[src/rtl/dma_rb_pkg.sv]
package dma_rb_pkg;
    localparam int unsigned OFF_STATUS   = 32'h000;
    localparam int unsigned OFF_CFG      = 32'h004;
    localparam int unsigned OFF_BASE     = 32'h008;
    localparam int unsigned OFF_ALTBASE  = 32'h00C;
    localparam int unsigned OFF_WAITREQ  = 32'h010;
    localparam int unsigned OFF_SWREQ    = 32'h014;
    localparam int unsigned OFF_ATTR0    = 32'h018;
    localparam int unsigned ATTR_STRIDE  = 8;
    localparam int unsigned N_ATTR       = 5;
    localparam int unsigned OFF_ERR      = 32'h04C;
    localparam int unsigned OFF_DONE     = 32'h504;
    localparam int unsigned OFF_DONEMASK = 32'h520;
    localparam int unsigned ALT_OFFSET   = 32'h200;
    localparam int unsigned BASE_LSB     = 10;

    // attribute index: 0 burst-only, 1 request mask, 2 enable, 3 alternate, 4 priority
    function automatic int unsigned attr_set_off(input int unsigned idx);
        return OFF_ATTR0 + ATTR_STRIDE * idx;
    endfunction

    function automatic int unsigned attr_clr_off(input int unsigned idx);
        return OFF_ATTR0 + ATTR_STRIDE * idx + 4;
    endfunction
endpackage

[src/rtl/dma_setclr_vec.sv]
module dma_setclr_vec #(
    parameter int W = 32
) (
    input  logic         clk,
    input  logic         rst_n,
    input  logic         set_we_i,
    input  logic         clr_we_i,
    input  logic [W-1:0] wdata_i,
    output logic [W-1:0] vec_o
);
    typedef struct packed {
        logic [W-1:0] vec;
    } state_t;

    state_t st_d, st_q;

    always_comb begin
        st_d = st_q;
        if (set_we_i) st_d.vec = st_q.vec | wdata_i;
        if (clr_we_i) st_d.vec = st_q.vec & ~wdata_i;
    end

    always_ff @(posedge clk) begin
        if (!rst_n) st_q <= '0;
        else        st_q <= st_d;
    end

    assign vec_o = st_q.vec;
endmodule

[src/rtl/dma_done_track.sv]
module dma_done_track #(
    parameter int W = 32
) (
    input  logic         clk,
    input  logic         rst_n,
    input  logic [W-1:0] done_set_i,
    input  logic         clr_we_i,
    input  logic         mask_we_i,
    input  logic [W-1:0] wdata_i,
    output logic [W-1:0] done_o,
    output logic [W-1:0] mask_o,
    output logic [W-1:0] periph_done_o,
    output logic         done_any_o
);
    typedef struct packed {
        logic [W-1:0] done;
        logic [W-1:0] mask;
    } state_t;

    state_t st_d, st_q;

    always_comb begin
        st_d = st_q;
        if (clr_we_i)  st_d.done = st_q.done & ~wdata_i;
        // hardware completion overrides a simultaneous software clear
        st_d.done = st_d.done | done_set_i;
        if (mask_we_i) st_d.mask = wdata_i;
    end

    always_ff @(posedge clk) begin
        if (!rst_n) st_q <= '0;
        else        st_q <= st_d;
    end

    assign done_o        = st_q.done;
    assign mask_o        = st_q.mask;
    assign periph_done_o = st_q.done & ~st_q.mask;
    assign done_any_o    = |(st_q.done & st_q.mask);
endmodule

[src/rtl/dma_chan_regbank.sv]
module dma_chan_regbank
    import dma_rb_pkg::*;
#(
    parameter int NCH    = 32,
    parameter int ADDR_W = 12
) (
    input  logic              clk,
    input  logic              rst_n,
    input  logic              bus_wr_i,
    input  logic [ADDR_W-1:0] bus_addr_i,
    input  logic [31:0]       bus_wdata_i,
    output logic [31:0]       bus_rdata_o,
    input  logic [3:0]        seq_state_i,
    input  logic [NCH-1:0]    wait_req_i,
    input  logic [NCH-1:0]    done_set_i,
    input  logic              bus_err_i,
    output logic              master_en_o,
    output logic [2:0]        prot_o,
    output logic [31:0]       desc_base_o,
    output logic [NCH-1:0]    sw_req_o,
    output logic [NCH-1:0]    burst_only_o,
    output logic [NCH-1:0]    req_mask_o,
    output logic [NCH-1:0]    chan_en_o,
    output logic [NCH-1:0]    alt_sel_o,
    output logic [NCH-1:0]    hi_prio_o,
    output logic [NCH-1:0]    done_o,
    output logic [NCH-1:0]    done_mask_o,
    output logic [NCH-1:0]    periph_done_o,
    output logic              done_any_o
);
    localparam int BASE_W = 32 - BASE_LSB;
    localparam logic [4:0] CNT_FIELD = 5'(NCH - 1);

    typedef struct packed {
        logic              master_en;
        logic [2:0]        prot;
        logic [BASE_W-1:0] base;
        logic              err;
        logic [NCH-1:0]    swreq;
    } cfg_t;

    cfg_t cfg_d, cfg_q;

    logic [ADDR_W-1:0] wa;
    logic [NCH-1:0]    wd_ch;
    logic [NCH-1:0]    attr_vec [N_ATTR];
    logic              unused_addr_lsb;

    assign wa              = {bus_addr_i[ADDR_W-1:2], 2'b00};
    assign wd_ch           = bus_wdata_i[NCH-1:0];
    assign unused_addr_lsb = ^bus_addr_i[1:0];

    function automatic logic hit(input logic [ADDR_W-1:0] a, input int unsigned off);
        return a == ADDR_W'(off);
    endfunction

    // one set/clear vector per channel attribute
    for (genvar g = 0; g < N_ATTR; g++) begin : g_attr
        dma_setclr_vec #(.W(NCH)) u_vec (
            .clk      (clk),
            .rst_n    (rst_n),
            .set_we_i (bus_wr_i && hit(wa, attr_set_off(g))),
            .clr_we_i (bus_wr_i && hit(wa, attr_clr_off(g))),
            .wdata_i  (wd_ch),
            .vec_o    (attr_vec[g])
        );
    end

    assign burst_only_o = attr_vec[0];
    assign req_mask_o   = attr_vec[1];
    assign chan_en_o    = attr_vec[2];
    assign alt_sel_o    = attr_vec[3];
    assign hi_prio_o    = attr_vec[4];

    dma_done_track #(.W(NCH)) u_done (
        .clk           (clk),
        .rst_n         (rst_n),
        .done_set_i    (done_set_i),
        .clr_we_i      (bus_wr_i && hit(wa, OFF_DONE)),
        .mask_we_i     (bus_wr_i && hit(wa, OFF_DONEMASK)),
        .wdata_i       (wd_ch),
        .done_o        (done_o),
        .mask_o        (done_mask_o),
        .periph_done_o (periph_done_o),
        .done_any_o    (done_any_o)
    );

    always_comb begin
        cfg_d       = cfg_q;
        cfg_d.swreq = '0;
        if (bus_wr_i && hit(wa, OFF_CFG)) begin
            cfg_d.master_en = bus_wdata_i[0];
            cfg_d.prot      = bus_wdata_i[7:5];
        end
        if (bus_wr_i && hit(wa, OFF_BASE)) cfg_d.base = bus_wdata_i[31:BASE_LSB];
        if (bus_wr_i && hit(wa, OFF_SWREQ)) cfg_d.swreq = wd_ch;
        if (bus_wr_i && hit(wa, OFF_ERR) && bus_wdata_i[0]) cfg_d.err = 1'b0;
        if (bus_err_i) cfg_d.err = 1'b1;
    end

    always_ff @(posedge clk) begin
        if (!rst_n) cfg_q <= '0;
        else        cfg_q <= cfg_d;
    end

    assign master_en_o = cfg_q.master_en;
    assign prot_o      = cfg_q.prot;
    assign desc_base_o = {cfg_q.base, {BASE_LSB{1'b0}}};
    assign sw_req_o    = cfg_q.swreq;

    always_comb begin
        bus_rdata_o = '0;
        if (hit(wa, OFF_STATUS))
            bus_rdata_o = {11'b0, CNT_FIELD, 8'b0, seq_state_i, 3'b0, cfg_q.master_en};
        if (hit(wa, OFF_CFG))      bus_rdata_o = {24'b0, cfg_q.prot, 4'b0, cfg_q.master_en};
        if (hit(wa, OFF_BASE))     bus_rdata_o = desc_base_o;
        if (hit(wa, OFF_ALTBASE))  bus_rdata_o = desc_base_o + ALT_OFFSET;
        if (hit(wa, OFF_WAITREQ))  bus_rdata_o = 32'(wait_req_i);
        if (hit(wa, OFF_ERR))      bus_rdata_o = {31'b0, cfg_q.err};
        if (hit(wa, OFF_DONE))     bus_rdata_o = 32'(done_o);
        if (hit(wa, OFF_DONEMASK)) bus_rdata_o = 32'(done_mask_o);
        for (int i = 0; i < N_ATTR; i++)
            if (hit(wa, attr_set_off(i))) bus_rdata_o = 32'(attr_vec[i]);
    end
endmodule

[config.mk]
export PLATFORM = sky130hd
export DESIGN_NAME = dma_chan_regbank
export DESIGN_NICKNAME = d
export VERILOG_FILES = /design/src/rtl/dma_rb_pkg.sv /design/src/rtl/dma_setclr_vec.sv /design/src/rtl/dma_done_track.sv /design/src/rtl/dma_chan_regbank.sv
export SDC_FILE = /design/constraint.sdc
export NUM_CORES = 1
export LEC_CHECK = 0
export BUFFER_PORTS_ARGS = -buffer_cell sky130_fd_sc_hd__buf_2
export CORE_MARGIN = 2
export CORE_UTILIZATION = 40
export DETAILED_ROUTE_END_ITERATION = 7
export PLACE_DENSITY = 0.71
export SYNTH_ARGS = -nofsm -noshare
export SYNTH_HDL_FRONTEND = slang
export SYNTH_SLANG_ARGS = --single-unit
[constraint.sdc]
create_clock -name clk -period 2.45 [get_ports clk]
set_input_delay 0.3675 -clock clk [delete_from_list [all_inputs] [get_ports clk]]
set_output_delay 0.3675 -clock clk [all_outputs]
set_load 0.01 [all_outputs]
# == Yosys cells after proc, flatten, opt, wreduce, memory -nomap -nowiden ==
# Cells that the tools add are included.
# totals
ff_bits,283
out_inout_bits,357
in_bits,116
elab_cells,99
# classes
addsub,1
eq_ne,18
bitwise,16
n_mux,26
n_reduce_logical,26
# op_table
op,n
2-to-1 mux 32 bit,23
AND 32 bit,8
OR 32 bit,6
"== test 10 x 4 -> 1 bit, second input constant",8
inverter 32 bit,2
"== test 10 x 3 -> 1 bit, second input constant",4
"adder 32 x 10 -> 32 bit, second input constant",1
OR reduction 32 bit,1
2-to-1 mux 21 bit,1
"== test 10 x 2 -> 1 bit, second input constant",2
"== test 10 x 9 -> 1 bit, second input constant",2
logical AND 1 bit,17
zero test 12 bit,1
nonzero test 2 bit,6
"== test 10 x 1 -> 1 bit, second input constant",1
"== test 10 x 5 -> 1 bit, second input constant",1
2-to-1 mux 1 bit,2
AND reduction 2 bit,1

# == Depth between registers and ports, before layout ==
# depth
depth_word,14
ltp_mapped,9
ltp_nobuf,5

# == Hierarchy ==
# A second synthesis with hierarchy kept.
# unflattened
cells_unflattened,1526
area_unflattened_um2,14889.3
# by_module_without_submodules
module,cells_per_inst,seq_area_each_um2,area_each_um2,n_inst
dma_setclr_vec,106,640.6,1371.3,5
dma_chan_regbank,705,1181.1,5335.1,1
dma_done_track,291,1281.2,2697.6,1

# == Worst setup path after synthesis ==
# Ideal clock, no wire load.
# synth_timing
kind,input -> output
from,input bus_addr_i[11]
to,output bus_rdata_o[15]
stages,6
setup_slack_ns,0.038
path_buffers,1
t_required_ns,2.082
arrival_ns,2.044
cell_sequence,or4_4 -> or3_1 -> buf_2 -> o22ai_1 -> a21oi_1 -> a211oi_1
# synth_via
elab_chain_len,13
elab_cells_between_ends,24
classes_between,12 x eq/ne; 12 x mux
# synth_rtl
item,line_no,source
from (decl),dma_chan_regbank.sv:10,"input logic [ADDR_W-1:0] bus_addr_i,"
== test 10 x 1 -> 1 bit,dma_chan_regbank.sv:54,return a == ADDR_W'(off);
2-to-1 mux 32 bit,dma_chan_regbank.sv:115,"if (hit(wa, OFF_CFG)) bus_rdata_o = {24'b0, cfg_q.prot, 4'b0, cfg_q.master_en};"
2-to-1 mux 32 bit,dma_chan_regbank.sv:116,"if (hit(wa, OFF_BASE)) bus_rdata_o = desc_base_o;"
2-to-1 mux 32 bit,dma_chan_regbank.sv:117,"if (hit(wa, OFF_ALTBASE)) bus_rdata_o = desc_base_o + ALT_OFFSET;"
2-to-1 mux 32 bit,dma_chan_regbank.sv:118,"if (hit(wa, OFF_WAITREQ)) bus_rdata_o = 32'(wait_req_i);"
2-to-1 mux 32 bit,dma_chan_regbank.sv:119,"if (hit(wa, OFF_ERR)) bus_rdata_o = {31'b0, cfg_q.err};"
2-to-1 mux 32 bit,dma_chan_regbank.sv:120,"if (hit(wa, OFF_DONE)) bus_rdata_o = 32'(done_o);"
2-to-1 mux 32 bit,dma_chan_regbank.sv:121,"if (hit(wa, OFF_DONEMASK)) bus_rdata_o = 32'(done_mask_o);"
2-to-1 mux 32 bit (4 in a row),dma_chan_regbank.sv:123,"if (hit(wa, attr_set_off(i))) bus_rdata_o = 32'(attr_vec[i]);"
2-to-1 mux 32 bit (*),dma_chan_regbank.sv:123,
to (decl),dma_chan_regbank.sv:12,"output logic [31:0] bus_rdata_o,"
# Every way passes the cells marked *; elsewhere a longest branch is shown, timed or not.

# == Final worst setup path ==
# layout_timing
from,input bus_addr_i[9]
to,output bus_rdata_o[26]
# layout_via
elab_chain_len,12
elab_cells_between_ends,22
classes_between,11 x eq/ne; 11 x mux
# layout_rtl
item,line_no
== test 10 x 2 -> 1 bit,dma_chan_regbank.sv:54
2-to-1 mux 32 bit,dma_chan_regbank.sv:116
2-to-1 mux 32 bit,dma_chan_regbank.sv:117
2-to-1 mux 32 bit,dma_chan_regbank.sv:118
2-to-1 mux 32 bit,dma_chan_regbank.sv:119
2-to-1 mux 32 bit,dma_chan_regbank.sv:120
2-to-1 mux 32 bit,dma_chan_regbank.sv:121
2-to-1 mux 32 bit (4 in a row),dma_chan_regbank.sv:123
2-to-1 mux 32 bit (*),dma_chan_regbank.sv:123
# Marked as above.

==> results.json <==
{
  "status": "finished, violations left",
  "violations": "negative setup slack",
  "critPathLaunchType": "primary input",
  "drive_gt1_share_pct": 38.5,
  "tritoncts": "done",
  "core_sq_um": 33500,
  "start_util_pct": 40.7,
  "ys_types": 60,
  "cap_violations": 0,
  "setup_ws_ns": -0.308,
  "synth.cell_area_sq_um": 13600,
  "cts-htree-levels": 1,
  "r2r_end": "u_done.done_o[11]",
  "leakagePower_nw": 8.47,
  "avgSynthCellArea_sq_um": 8.19,
  "ir_drop_mv": 0.540,
  "drc": 0,
  "cp.arrival_ns": 2.39,
  "multi_input_comb_area_sq_um": 7410,
  "routed_wl_mm": 71.6,
  "hp-class": "primary input to flip-flop",
  "hold_path_startpoint": "done_set_i[7]",
  "ys.flop_type": "dfxtp_1",
  "cts_sinks": 283,
  "rsz0062_at_grt": "yes",
  "grt_pass1_wl_mm": 102,
  "ff2ff_path_depth": 3,
  "ys_seq_area_share_pct": 41.5,
  "numCtsBuffers": 31,
  "seq_area_sq_um": 5670,
  "cp.required_ns": 2.08,
  "async_flop_share_pct": 0,
  "powerDensity_nw_per_um2": 565,
  "num_rows": 67,
  "clock_latency_ns": 0.57,
  "finalClockSkew_ns": 0,
  "power_mw": 10.9,
  "fillCellCount": 3093,
  "worstHoldEndpoint": "u_done.done_o[7]",
  "grt_max_degree": 84,
  "synthToLayoutAreaGrowth_pct": 41.5,
  "grt_pass1_vias": 14944,
  "cts_buffer_depth": 3,
  "synth-edff-count": 0,
  "root_buffer": "clkbuf_16",
  "drt_iter0_drc": 2340,
  "routabilityCongestion": 0.978,
  "num_vias": 16223,
  "critPathKind": "primary input to output pin",
  "ys_warn_count": 0,
  "post-route-period-util_pct": 113,
  "antenna_found_initial": 3,
  "die_y_um": 189,
  "wl_per_cell_um": 27.2,
  "synthCells": 1665,
  "die_area_sq_um": 35600,
  "finalCriticalPeriod_ns": 2.76,
  "globalRouteTotalUtil_pct": 38.2,
  "relSlewSlack_pct": 62.1,
  "portBuffers": 460,
  "setup_viol": 33,
  "fmax_ghz": 0.363,
  "fp.dieW_um": 189,
  "hold_depth": 2,
  "ys_ff_latch": 283,
  "hpwl_mm": 52.5,
  "whs_ns": 0.00103,
  "maxSlewViolCount": 0,
  "hold_viol": 0,
  "cp_max_fo": 6,
  "worst_slew_pin_slew_ns": 0.569,
  "ant_nets": 0,
  "drt_pass1_iterations": 6,
  "layout.nets": 2278,
  "worstReg2RegStart": "u_done.done_o[11]",
  "io_pins": 473,
  "vias_per_cell": 6.15,
  "overflow": 0,
  "cp-end-kind": "output pin",
  "r2r_setup_slack_ns": 1.21,
  "clkTransAtPathRegs_ns": 0.06
}
## logic make-up after synthesis
family          after synthesis  synth area share, %
compound gates              645                 29.9
buf+inv                     244                 8.92
flops                       283                 41.5
mux                          11                0.825
other cells                   1               0.0275
simple gates                481                 18.8
## metrics by stage
stage | setup TNS, ns | instance area [sq um] | cells | setup slack [ns] | utilization, %
3_3_place_gp | -13.76 | 17300 | 2549 | -0.491 | 51.5
5_1_grt | -8.50 | 19300 | 2636 | -0.349 | 57.6
2_1_floorplan | 0 | 13700 | 1674 | 0.0382 | -
3_5_place_dp | -14.31 | 17300 | 2549 | -0.531 | 51.5
4_1_cts | -5.50 | 19100 | 2631 | -0.217 | 56.9
6_report | -7.26 | 19300 | 2636 | -0.308 | 57.6
## critical path: stages
cell and delay (ns):
buf_6 0.09, or4_4 0.61, or3_4 0.49, buf_4 0.16, buf_6 0.14, o22ai_4 0.11, a21oi_2 0.05, a211oi_2 0.20
buf_2 0.17
## repair_timing
| action | in CTS | in global routing |
|---|---|---|
| buffers inserted | 10 | 5 |
| hold buffers | 14 | 0 |
| gates cloned | 1 | 0 |
| pin swaps | 38 | 29 |
| hold endpoints to repair | 14 | 0 |
| resized for setup | 84 | 39 |
| endpoints found under the setup margin | 33 | 33 |
## how the worst max path moves through the flow
| stage | startpoint | endpoint | slack (ns) | cells after the start |
|---|---|---|---|---|
| final | bus_addr_i[9] | bus_rdata_o[26] | -0.31 | 9 |
| after floorplan | bus_addr_i[11] | bus_rdata_o[15] | 0.04 | 6 |
| after CTS | bus_addr_i[6] | bus_rdata_o[5] | -0.22 | 9 |
| after global routing | bus_addr_i[9] | bus_rdata_o[0] | -0.35 | 9 |
| after detailed placement | bus_addr_i[11] | bus_rdata_o[0] | -0.53 | 8 |
| after global placement | bus_addr_i[11] | bus_rdata_o[0] | -0.49 | 8 |
## synth_stat cells, types with 7 or more instances
library cell	number	area, sq um
o21ai_0	40	200
a311oi_1	33	289
a22oi_1	29	218
and2_1	35	219
buf_4	72	541
o21a_1	43	323
dfxtp_1	283	5670
inv_1	7	26.3
a21boi_0	28	210
nand2_1	151	567
a221oi_1	7	61.3
nor3_1	82	410
and3_1	66	413
clkbuf_1	136	510
or2_2	7	43.8
a21oi_1	277	1390
o22ai_1	40	250
a211oi_1	79	593
a31oi_1	12	75.1
buf_2	25	125
nor2_1	39	146
nor2b_1	41	257
o221ai_1	14	123
nand3_1	13	65.1
mux2i_1	9	90.1
nand4_1	8	50.1
## power breakdown
part | switching, mW | internal [mW]
Combinational | 0.687 | 0.382
Sequential | 0.0666 | 4.64
Clock | 2.07 | 3.07
## placed cells by master (no fill, tap or decap), types with 8 or more instances in the layout
cell	count
a211oi_1	67
a211oi_2	11
a21boi_0	28
a21oi_1	266
a21oi_2	11
a22oi_1	29
a311oi_1	32
a31oi_1	10
and2_1	35
and3_1	66
buf_12	27
buf_2	453
buf_4	175
buf_6	22
clkbuf_16	31
conb_1	10
dfxtp_1	282
dlygate4sd3_1	14
mux2i_1	9
nand2_1	150
nand3_1	10
nand4_1	8
nor2_1	33
nor2b_1	39
nor3_1	75
o21a_1	43
o21ai_0	37
o221ai_1	12
o22ai_1	25
o22ai_4	9
## routing by layer
| metal | GRT usage, % | vias to the layer above | wire length, um |
|---|---|---|---|
| met5 | 0 | - | 13 |
| met4 | 19.2 | 2 | 4130 |
| met3 | 8.10 | 234 | 8790 |
| met2 | 58.2 | 1314 | 31000 |
| met1 | 51.0 | 7631 | 27700 |
| li1 | - | 7042 | - |
## area by class of cell
class	instances	area share [%]
antenna	2	0.0259
clock buffer	38	4.36
clock inverter	19	1.35
inverter	7	0.162
multi-input combinational	1147	38.4
sequential	283	29.4
tap	448	2.90
timing repair buffer	692	23.4
Note: power is estimated with default switching activity, not from simulation.
